**src/rtl/apr_pkg.sv**
```systemverilog
package apr_pkg;
  localparam int NUM_GPIO   = 2;
  localparam int GPIO_FN_W  = 4;
  localparam int SDOUT_FN_W = 3;
  localparam int PIN_SEL_W  = 3;

  localparam int ADDR_CLK       = 0;
  localparam int ADDR_PATH      = 1;
  localparam int ADDR_SDOUT     = 2;
  localparam int ADDR_GPIO_BASE = 3;

  localparam logic [1:0] SRC_DAC = 2'b00;
  localparam logic [1:0] SRC_ADC = 2'b01;
  localparam logic [1:0] SRC_XWC = 2'b10;

  localparam logic [PIN_SEL_W-1:0] PIN_GPIO0 = 3'd0;
  localparam logic [PIN_SEL_W-1:0] PIN_SCLK  = 3'd1;
  localparam logic [PIN_SEL_W-1:0] PIN_MISO  = 3'd2;
  localparam logic [PIN_SEL_W-1:0] PIN_SDOUT = 3'd3;
  localparam logic [PIN_SEL_W-1:0] PIN_GPIO1 = 3'd4;
  localparam logic [PIN_SEL_W-1:0] PIN_GPI0  = 3'd5;
  localparam logic [PIN_SEL_W-1:0] PIN_GPI1  = 3'd6;
  localparam logic [PIN_SEL_W-1:0] PIN_GPI2  = 3'd7;

  localparam logic [GPIO_FN_W-1:0]  GFN_SEC_IN  = 4'b0001;
  localparam logic [GPIO_FN_W-1:0]  GFN_SWC_OUT = 4'b1001;
  localparam logic [SDOUT_FN_W-1:0] DFN_DATA    = 3'b001;
  localparam logic [SDOUT_FN_W-1:0] DFN_SWC_OUT = 3'b111;

  typedef struct packed {
    logic                                 pw_out;
    logic                                 pb_out;
    logic [1:0]                           pw_src;
    logic                                 pb_src;
    logic                                 din_sec;
    logic                                 dout_pass;
    logic [PIN_SEL_W-1:0]                 sw_pin;
    logic [1:0]                           sw_src;
    logic [SDOUT_FN_W-1:0]                sdout_fn;
    logic [NUM_GPIO-1:0][GPIO_FN_W-1:0]   gpio_fn;
  } cfg_t;
endpackage

```
**src/rtl/apr_cfg_regs.sv**
```systemverilog
module apr_cfg_regs
  import apr_pkg::*;
#(
  parameter int ADDR_W = 3,
  parameter int DATA_W = 8
) (
  input  logic              clk_i,
  input  logic              rst_ni,
  input  logic              we_i,
  input  logic [ADDR_W-1:0] addr_i,
  input  logic [DATA_W-1:0] wdata_i,
  output cfg_t              cfg_o
);
  localparam logic [ADDR_W-1:0] A_CLK   = ADDR_W'(ADDR_CLK);
  localparam logic [ADDR_W-1:0] A_PATH  = ADDR_W'(ADDR_PATH);
  localparam logic [ADDR_W-1:0] A_SDOUT = ADDR_W'(ADDR_SDOUT);

  cfg_t cfg_q;
  logic unused_wdata;
  assign unused_wdata = ^wdata_i[DATA_W-1:7];

  always_ff @(posedge clk_i or negedge rst_ni) begin
    if (!rst_ni) begin
      cfg_q <= '0;
    end else if (we_i) begin
      if (addr_i == A_CLK) begin
        cfg_q.pw_out <= wdata_i[0];
        cfg_q.pb_out <= wdata_i[1];
        cfg_q.pw_src <= wdata_i[3:2];
        cfg_q.pb_src <= wdata_i[4];
      end
      if (addr_i == A_PATH) begin
        cfg_q.din_sec   <= wdata_i[0];
        cfg_q.dout_pass <= wdata_i[1];
        cfg_q.sw_pin    <= wdata_i[4:2];
        cfg_q.sw_src    <= wdata_i[6:5];
      end
      if (addr_i == A_SDOUT) cfg_q.sdout_fn <= wdata_i[SDOUT_FN_W-1:0];
      for (int g = 0; g < NUM_GPIO; g++) begin
        if (addr_i == ADDR_W'(ADDR_GPIO_BASE + g))
          cfg_q.gpio_fn[g] <= wdata_i[GPIO_FN_W-1:0];
      end
    end
  end

  assign cfg_o = cfg_q;
endmodule

```
**src/rtl/apr_sec_in_sel.sv**
```systemverilog
module apr_sec_in_sel
  import apr_pkg::*;
(
  input  cfg_t                cfg_i,
  input  logic                sclk_i,
  input  logic                miso_i,
  input  logic [2:0]          gpi_i,
  input  logic [NUM_GPIO-1:0] gpio_i,
  output logic                sec_wclk_o
);
  logic [NUM_GPIO-1:0] gpio_in_q;

  // GPIO feeds the secondary path only when its own code agrees
  for (genvar g = 0; g < NUM_GPIO; g++) begin : g_gate
    assign gpio_in_q[g] = (cfg_i.gpio_fn[g] == GFN_SEC_IN) & gpio_i[g];
  end

  always_comb begin
    unique case (cfg_i.sw_pin)
      PIN_GPIO0: sec_wclk_o = gpio_in_q[0];
      PIN_SCLK:  sec_wclk_o = sclk_i;
      PIN_MISO:  sec_wclk_o = miso_i;
      PIN_SDOUT: sec_wclk_o = 1'b0;
      PIN_GPIO1: sec_wclk_o = gpio_in_q[1];
      PIN_GPI0:  sec_wclk_o = gpi_i[0];
      PIN_GPI1:  sec_wclk_o = gpi_i[1];
      default:   sec_wclk_o = gpi_i[2];
    endcase
  end
endmodule

```
**src/rtl/apr_clk_route.sv**
```systemverilog
module apr_clk_route
  import apr_pkg::*;
(
  input  cfg_t cfg_i,
  input  logic dac_fs_i,
  input  logic adc_fs_i,
  input  logic int_bclk_i,
  input  logic sec_bclk_i,
  input  logic sec_wclk_i,
  input  logic sec_sdin_i,
  input  logic pwclk_i,
  input  logic pbclk_i,
  input  logic psdin_i,
  output logic pwclk_o,
  output logic pwclk_oe_o,
  output logic pbclk_o,
  output logic pbclk_oe_o,
  output logic core_wclk_o,
  output logic core_bclk_o,
  output logic core_sdin_o
);
  logic pw_val, pb_val;

  always_comb begin
    case (cfg_i.pw_src)
      SRC_ADC: pw_val = adc_fs_i;
      SRC_XWC: pw_val = sec_wclk_i;
      default: pw_val = dac_fs_i;  // reserved code falls back
    endcase
  end

  assign pb_val      = cfg_i.pb_src ? sec_bclk_i : int_bclk_i;
  assign pwclk_oe_o  = cfg_i.pw_out;
  assign pbclk_oe_o  = cfg_i.pb_out;
  assign pwclk_o     = cfg_i.pw_out & pw_val;
  assign pbclk_o     = cfg_i.pb_out & pb_val;
  assign core_wclk_o = cfg_i.pw_out ? pw_val : pwclk_i;
  assign core_bclk_o = cfg_i.pb_out ? pb_val : pbclk_i;
  assign core_sdin_o = cfg_i.din_sec ? sec_sdin_i : psdin_i;
endmodule

```
**src/rtl/apr_pin_drive.sv**
```systemverilog
module apr_pin_drive
  import apr_pkg::*;
(
  input  cfg_t                cfg_i,
  input  logic                dac_fs_i,
  input  logic                adc_fs_i,
  input  logic                core_wclk_i,
  input  logic                int_sdout_i,
  input  logic                sec_sdin_i,
  output logic                psdout_o,
  output logic                psdout_oe_o,
  output logic [NUM_GPIO-1:0] gpio_o,
  output logic [NUM_GPIO-1:0] gpio_oe_o
);
  logic sw_val;

  always_comb begin
    case (cfg_i.sw_src)
      SRC_ADC: sw_val = adc_fs_i;
      SRC_XWC: sw_val = core_wclk_i;
      default: sw_val = dac_fs_i;
    endcase
  end

  always_comb begin
    psdout_oe_o = 1'b0;
    psdout_o    = 1'b0;
    if (cfg_i.sdout_fn == DFN_DATA) begin
      psdout_oe_o = 1'b1;
      psdout_o    = cfg_i.dout_pass ? sec_sdin_i : int_sdout_i;
    end else if (cfg_i.sdout_fn == DFN_SWC_OUT) begin
      psdout_oe_o = 1'b1;
      psdout_o    = sw_val;
    end
  end

  for (genvar g = 0; g < NUM_GPIO; g++) begin : g_gpio
    assign gpio_oe_o[g] = (cfg_i.gpio_fn[g] == GFN_SWC_OUT);
    assign gpio_o[g]    = gpio_oe_o[g] & sw_val;
  end
endmodule

```
**src/rtl/audio_port_router.sv**
```systemverilog
module audio_port_router
  import apr_pkg::*;
#(
  parameter int ADDR_W = 3,
  parameter int DATA_W = 8
) (
  input  logic                clk_i,
  input  logic                rst_ni,
  input  logic                cfg_we_i,
  input  logic [ADDR_W-1:0]   cfg_addr_i,
  input  logic [DATA_W-1:0]   cfg_wdata_i,
  input  logic                dac_fs_i,
  input  logic                adc_fs_i,
  input  logic                int_bclk_i,
  input  logic                int_sdout_i,
  input  logic                sec_bclk_i,
  input  logic                sec_sdin_i,
  output logic                core_wclk_o,
  output logic                core_bclk_o,
  output logic                core_sdin_o,
  output logic                core_sec_wclk_o,
  input  logic                pwclk_i,
  output logic                pwclk_o,
  output logic                pwclk_oe_o,
  input  logic                pbclk_i,
  output logic                pbclk_o,
  output logic                pbclk_oe_o,
  input  logic                psdin_i,
  output logic                psdout_o,
  output logic                psdout_oe_o,
  input  logic                sclk_i,
  input  logic                miso_i,
  input  logic [2:0]          gpi_i,
  input  logic [NUM_GPIO-1:0] gpio_i,
  output logic [NUM_GPIO-1:0] gpio_o,
  output logic [NUM_GPIO-1:0] gpio_oe_o
);
  localparam int LAST_ADDR = ADDR_GPIO_BASE + NUM_GPIO - 1;

  cfg_t cfg;
  logic sec_wclk;

  apr_cfg_regs #(.ADDR_W(ADDR_W), .DATA_W(DATA_W)) u_regs (
    .clk_i  (clk_i),
    .rst_ni (rst_ni),
    .we_i   (cfg_we_i),
    .addr_i (cfg_addr_i),
    .wdata_i(cfg_wdata_i),
    .cfg_o  (cfg)
  );

  apr_sec_in_sel u_sec_in (
    .cfg_i     (cfg),
    .sclk_i    (sclk_i),
    .miso_i    (miso_i),
    .gpi_i     (gpi_i),
    .gpio_i    (gpio_i),
    .sec_wclk_o(sec_wclk)
  );

  apr_clk_route u_clk (
    .cfg_i      (cfg),
    .dac_fs_i   (dac_fs_i),
    .adc_fs_i   (adc_fs_i),
    .int_bclk_i (int_bclk_i),
    .sec_bclk_i (sec_bclk_i),
    .sec_wclk_i (sec_wclk),
    .sec_sdin_i (sec_sdin_i),
    .pwclk_i    (pwclk_i),
    .pbclk_i    (pbclk_i),
    .psdin_i    (psdin_i),
    .pwclk_o    (pwclk_o),
    .pwclk_oe_o (pwclk_oe_o),
    .pbclk_o    (pbclk_o),
    .pbclk_oe_o (pbclk_oe_o),
    .core_wclk_o(core_wclk_o),
    .core_bclk_o(core_bclk_o),
    .core_sdin_o(core_sdin_o)
  );

  apr_pin_drive u_drive (
    .cfg_i      (cfg),
    .dac_fs_i   (dac_fs_i),
    .adc_fs_i   (adc_fs_i),
    .core_wclk_i(core_wclk_o),
    .int_sdout_i(int_sdout_i),
    .sec_sdin_i (sec_sdin_i),
    .psdout_o   (psdout_o),
    .psdout_oe_o(psdout_oe_o),
    .gpio_o     (gpio_o),
    .gpio_oe_o  (gpio_oe_o)
  );

  assign core_sec_wclk_o = sec_wclk;

  a_r3_wclk_dir_write: assert property (@(posedge clk_i) disable iff (!rst_ni)
    cfg_we_i && cfg_addr_i == ADDR_W'(ADDR_CLK) |=> pwclk_oe_o == $past(cfg_wdata_i[0]));

  a_r5_bclk_dir_write: assert property (@(posedge clk_i) disable iff (!rst_ni)
    cfg_we_i && cfg_addr_i == ADDR_W'(ADDR_CLK) |=> pbclk_oe_o == $past(cfg_wdata_i[1]));

  a_r2_unmapped_write: assert property (@(posedge clk_i) disable iff (!rst_ni)
    cfg_we_i && int'(cfg_addr_i) > LAST_ADDR |=>
      $stable(pwclk_oe_o) && $stable(pbclk_oe_o) && $stable(psdout_oe_o) && $stable(gpio_oe_o));

  a_r7_sdout_data_code: assert property (@(posedge clk_i) disable iff (!rst_ni)
    cfg_we_i && cfg_addr_i == ADDR_W'(ADDR_SDOUT) && cfg_wdata_i[2:0] == DFN_DATA |=> psdout_oe_o);

  a_r10_gpio0_out_code: assert property (@(posedge clk_i) disable iff (!rst_ni)
    cfg_we_i && cfg_addr_i == ADDR_W'(ADDR_GPIO_BASE) && cfg_wdata_i[3:0] == GFN_SWC_OUT
      |=> gpio_oe_o[0]);

  // a driven GPIO never feeds the secondary input path
  a_r8_gpio0_no_self_feed: assert property (@(posedge clk_i) disable iff (!rst_ni)
    cfg.sw_pin == PIN_GPIO0 && gpio_oe_o[0] |-> !core_sec_wclk_o);
endmodule

```
**config.mk**
```make
export PLATFORM = sky130hd
export DESIGN_NAME = audio_port_router
export DESIGN_NICKNAME = d
export VERILOG_FILES = /design/src/rtl/apr_pkg.sv /design/src/rtl/apr_cfg_regs.sv /design/src/rtl/apr_sec_in_sel.sv /design/src/rtl/apr_clk_route.sv /design/src/rtl/apr_pin_drive.sv /design/src/rtl/audio_port_router.sv
export SDC_FILE = /design/constraint.sdc
export NUM_CORES = 1
export LEC_CHECK = 0
export BUFFER_PORTS_ARGS = -buffer_cell sky130_fd_sc_hd__buf_4
export CAP_MARGIN = 20
export CORE_AREA = 5 5 56 58
export DETAILED_ROUTE_END_ITERATION = 7
export DIE_AREA = 0 0 61 63
export GPL_ROUTABILITY_DRIVEN = 0
export PLACE_DENSITY_LB_ADDON = 0.2
export SYNTH_ARGS = -nofsm -noshare
export SYNTH_HDL_FRONTEND = slang
export SYNTH_SLANG_ARGS = --single-unit
export TNS_END_PERCENT = 1
```
**constraint.sdc**
```tcl
create_clock -name clk_i -period 2.8 [get_ports clk_i]
set_clock_uncertainty 0.05 [all_clocks]
set_input_delay 0.56 -clock clk_i [delete_from_list [all_inputs] [get_ports clk_i]]
set_output_delay 0.56 -clock clk_i [all_outputs]
set_load 0.05 [all_outputs]
```
==> metrics.md <==
| Metric | Value |
|---|---|
| Status | finished clean |
| 1st-pass router iterations | 3 |
| Launching element of the worst setup path | u_regs.cfg_o[19]$_DFFE_PN0P_ |
| Relative slew slack | a little under three fifths |
| Finished Layout Cells | 192 |
| Mapped cell area | around 0.0013 sq mm |
| Largest register FFs | 23 |
| Final Hold Viols | 0 |
| Final setup viols | 0 |
| Top cells by area, synth | dfrtp_1 (44%), mux2_2 (17%), ha_1 (3.8%) |
| Total Nets Final | around 200 |
| Die area | slightly below 0.004 sq mm |
| Max Fanout on Critical Path | 3 |
| Initial antenna violation count | 0 |
| HP Class | in2async |
| Sequential share of the synthesized area | roughly 44% |
| Drc violations | 0 |
| Delay-heaviest family, CP | compound AO/OA/AOI/OAI gates |
| Die height | between 60 and 70 microns |
| WP buf/inv | 2 |
| Synth area leader | dfrtp_1 |
| Clk buf depth | 2 |
| Met3 usage | between 2 and 3% |
| Static Leakage | 0.785 nW |
| Vias in the first global route | around 1100 |
| Tcrit/Tclk final | 96.8% |
| Clk slew on worst S/H paths | approximately 0.12 ns |
| Met2 Usage GRT | between 20% and 30% |
| Initial core utilization | 49.8% |
| Port Buf Inserts | 42 |
| CP Class | reg2out |
| Mapped Avg Cell Area | ~11 sq um |
| Crit path required time | ~2.2 ns |
| RSZ-0062 raised after global routing | yes |
| P&R area growth vs syn | 31.1% |
| EDFF count, synth | 0 |
| Post-route cell area | roughly 0.0017 sq mm |
| Vias per cell | between 5 and 6 |
| Post-DR wirelength/cell | between 10 and 15 microns |
| Synth Flop Type | dfrtp_1 |
| Syn_nets | 150 |
| Final slew viol count | 0 |
| Core box area | about 0.0026 sq mm |
| R2r worst-path depth | 1 |
| FF-to-FF End | u_regs.cfg_o[15]$_DFFE_PN0P_ |
| Critical Path Slowest Stage Cell | dfrtp_1 |
| Synth async-reset ratio | 100% |
| Root Driver | clkbuf_4 |
| CTS Buf Count | 3 |
| FF+latch count, synth | 23 |
| Met1 Use GR | 18.7% |
| WL final | between 2000 and 3000 microns |
| Vias after detailed routing | between 1000 and 1500 |
| CP Capture Type | output port |
| Yosys cell types | 37 |
| Worst slew pin tran | approximately 0.65 ns |
| DP Area | 0.00164 sq mm |
| CTS Sinks | 23 |
| Fin crit period | roughly 2.7 ns |
| 1st-iter DRT viols | 26 |
| Boundary Pins | 44 |
| Critical path launch point type | register |
| CP Cell Sequence | inv_1 -> ha_1 -> a21o_1 -> a2111oi_4 -> nand4_1 -> and3_1 -> buf_4 |
| Max-cap violation count | 0 |
| WP data arrival | 2.10 ns |
| Layer with the highest usage | met2 |
| Remaining global-route overflow | 0 |
| Slowest stage delay, CP | 0.37 ns |
| Crit path depth | 7 |
| Largest net degree at the start of global routing | 24 |
| Fraction of layout instances using a drive strength above 1 | between 40% and 50% |
| DRT antenna net count | 0 |
| Crit path to | gpio_o[1] |
| First-pass GRT wire length | roughly 4500 microns |
| Die width | ~61 microns |
| CTS tree | built |
| Dpl cells | 187 |
| PwrDens | roughly 680 mW/mm^2 |
| Dpl hpwl | about 2200 microns |
| Peak VDD IR | between 0.4 and 0.5 mV |
| Post-synth top cells | dfrtp_1 (23), mux2_2 (20), nand2_1 (7) |
| H-Tree Level Count | 1 |
| R2R setup slack | 1.88 ns |
| Total Routing Usage GR | 15.5% |
| Synth top area share | 44.2% |
| Synth warn | 0 |
| Reg2reg start | u_regs.cfg_o[15]$_DFFE_PN0P_ |
| Top-count cell post-synth | dfrtp_1 |
| Post-Synthesis Cells | approximately 120 |
| Clk_lat worst skew | 0.30 ns |
| N_diodes | 0 |
| Fmax | between 300 and 400 MHz |
| Core Rows | 19 |
## report_power, final
part	switching, W	internal [W]
registers	0.0000590	0.000404
clock network	0.0000916	0.0000555
logic	0.000307	0.000237
total	0.000458	0.000697
## per-stage QoR
stage               hold slack (ns)  setup WS [ns]  total power, W  util [%]  TNS [ns]
floorplan                     0.214          0.209        0.000829         -         0
finish                       0.0712         0.0903         0.00115      65.3         0
detailed placement            0.418          0.242        0.000982      62.7         0
CTS                          0.0766         0.0473         0.00113      64.0         0
global placement              0.413          0.244        0.000963      62.7         0
global route                 0.0677        -0.0317         0.00123      65.3   -0.0380
## cells by family (layout without fill, tap and decap cells)
group	count (synthesis)	after routing	share of synthesized area [%]
AOI/OAI and AO/OA	18	18	10.3
DFF	23	23	44.2
and+or+nand+nor	40	40	18.3
xor gates and xnor gates	1	1	0.673
muxes	24	24	20.4
buffers and inverters	6	51	2.40
adders and majority gates	4	4	3.84
## routing by layer
metal | vias to the layer above | wire length, microns
li1 | 512 | -
met1 | 483 | 1120
met2 | 35 | 1280
met3 | 8 | 213
met4 | 0 | 74
met5 | - | 0
## final cells by class
class | count | area (sq um)
repair buffers | 43 | 323
flip-flops and latches | 23 | 576
fillers | 224 | 907
inverters | 4 | 15.0
multi-input cells | 87 | 729
well taps | 31 | 38.8
clock buffers | 4 | 26.3
## timing repair
item	CTS	global route
pin swaps	1	3
setup endpoints to repair	3	3
resized for setup	2	3
hold buffers	0	0
buffers inserted	0	1
## placed cells by master (no fill, tap or decap), drive strengths merged, types with 2 or more instances in the layout
cell,n
nand3,3
mux2i,4
mux2,20
nand2,7
and2b,2
nand2b,3
nor3b,3
ha,4
nor2b,2
and3,5
inv,4
clkbuf,4
dfrtp,23
a21oi,2
o21ai,5
and2,3
nor2,6
buf,43
nand4,3
## worst min-delay path by stage
stage                                    to  startpoint  slack, ns
2_1_floorplan   u_regs.cfg_o[0]$_DFFE_PN0P_      rst_ni       0.21
4_1_cts        u_regs.cfg_o[21]$_DFFE_PN0P_      rst_ni       0.08
6_report        u_regs.cfg_o[5]$_DFFE_PN0P_      rst_ni       0.07
5_1_grt        u_regs.cfg_o[21]$_DFFE_PN0P_      rst_ni       0.07
3_3_place_gp   u_regs.cfg_o[21]$_DFFE_PN0P_      rst_ni       0.41
3_5_place_dp   u_regs.cfg_o[21]$_DFFE_PN0P_      rst_ni       0.42
Note: power is estimated with default switching activity, not from simulation.
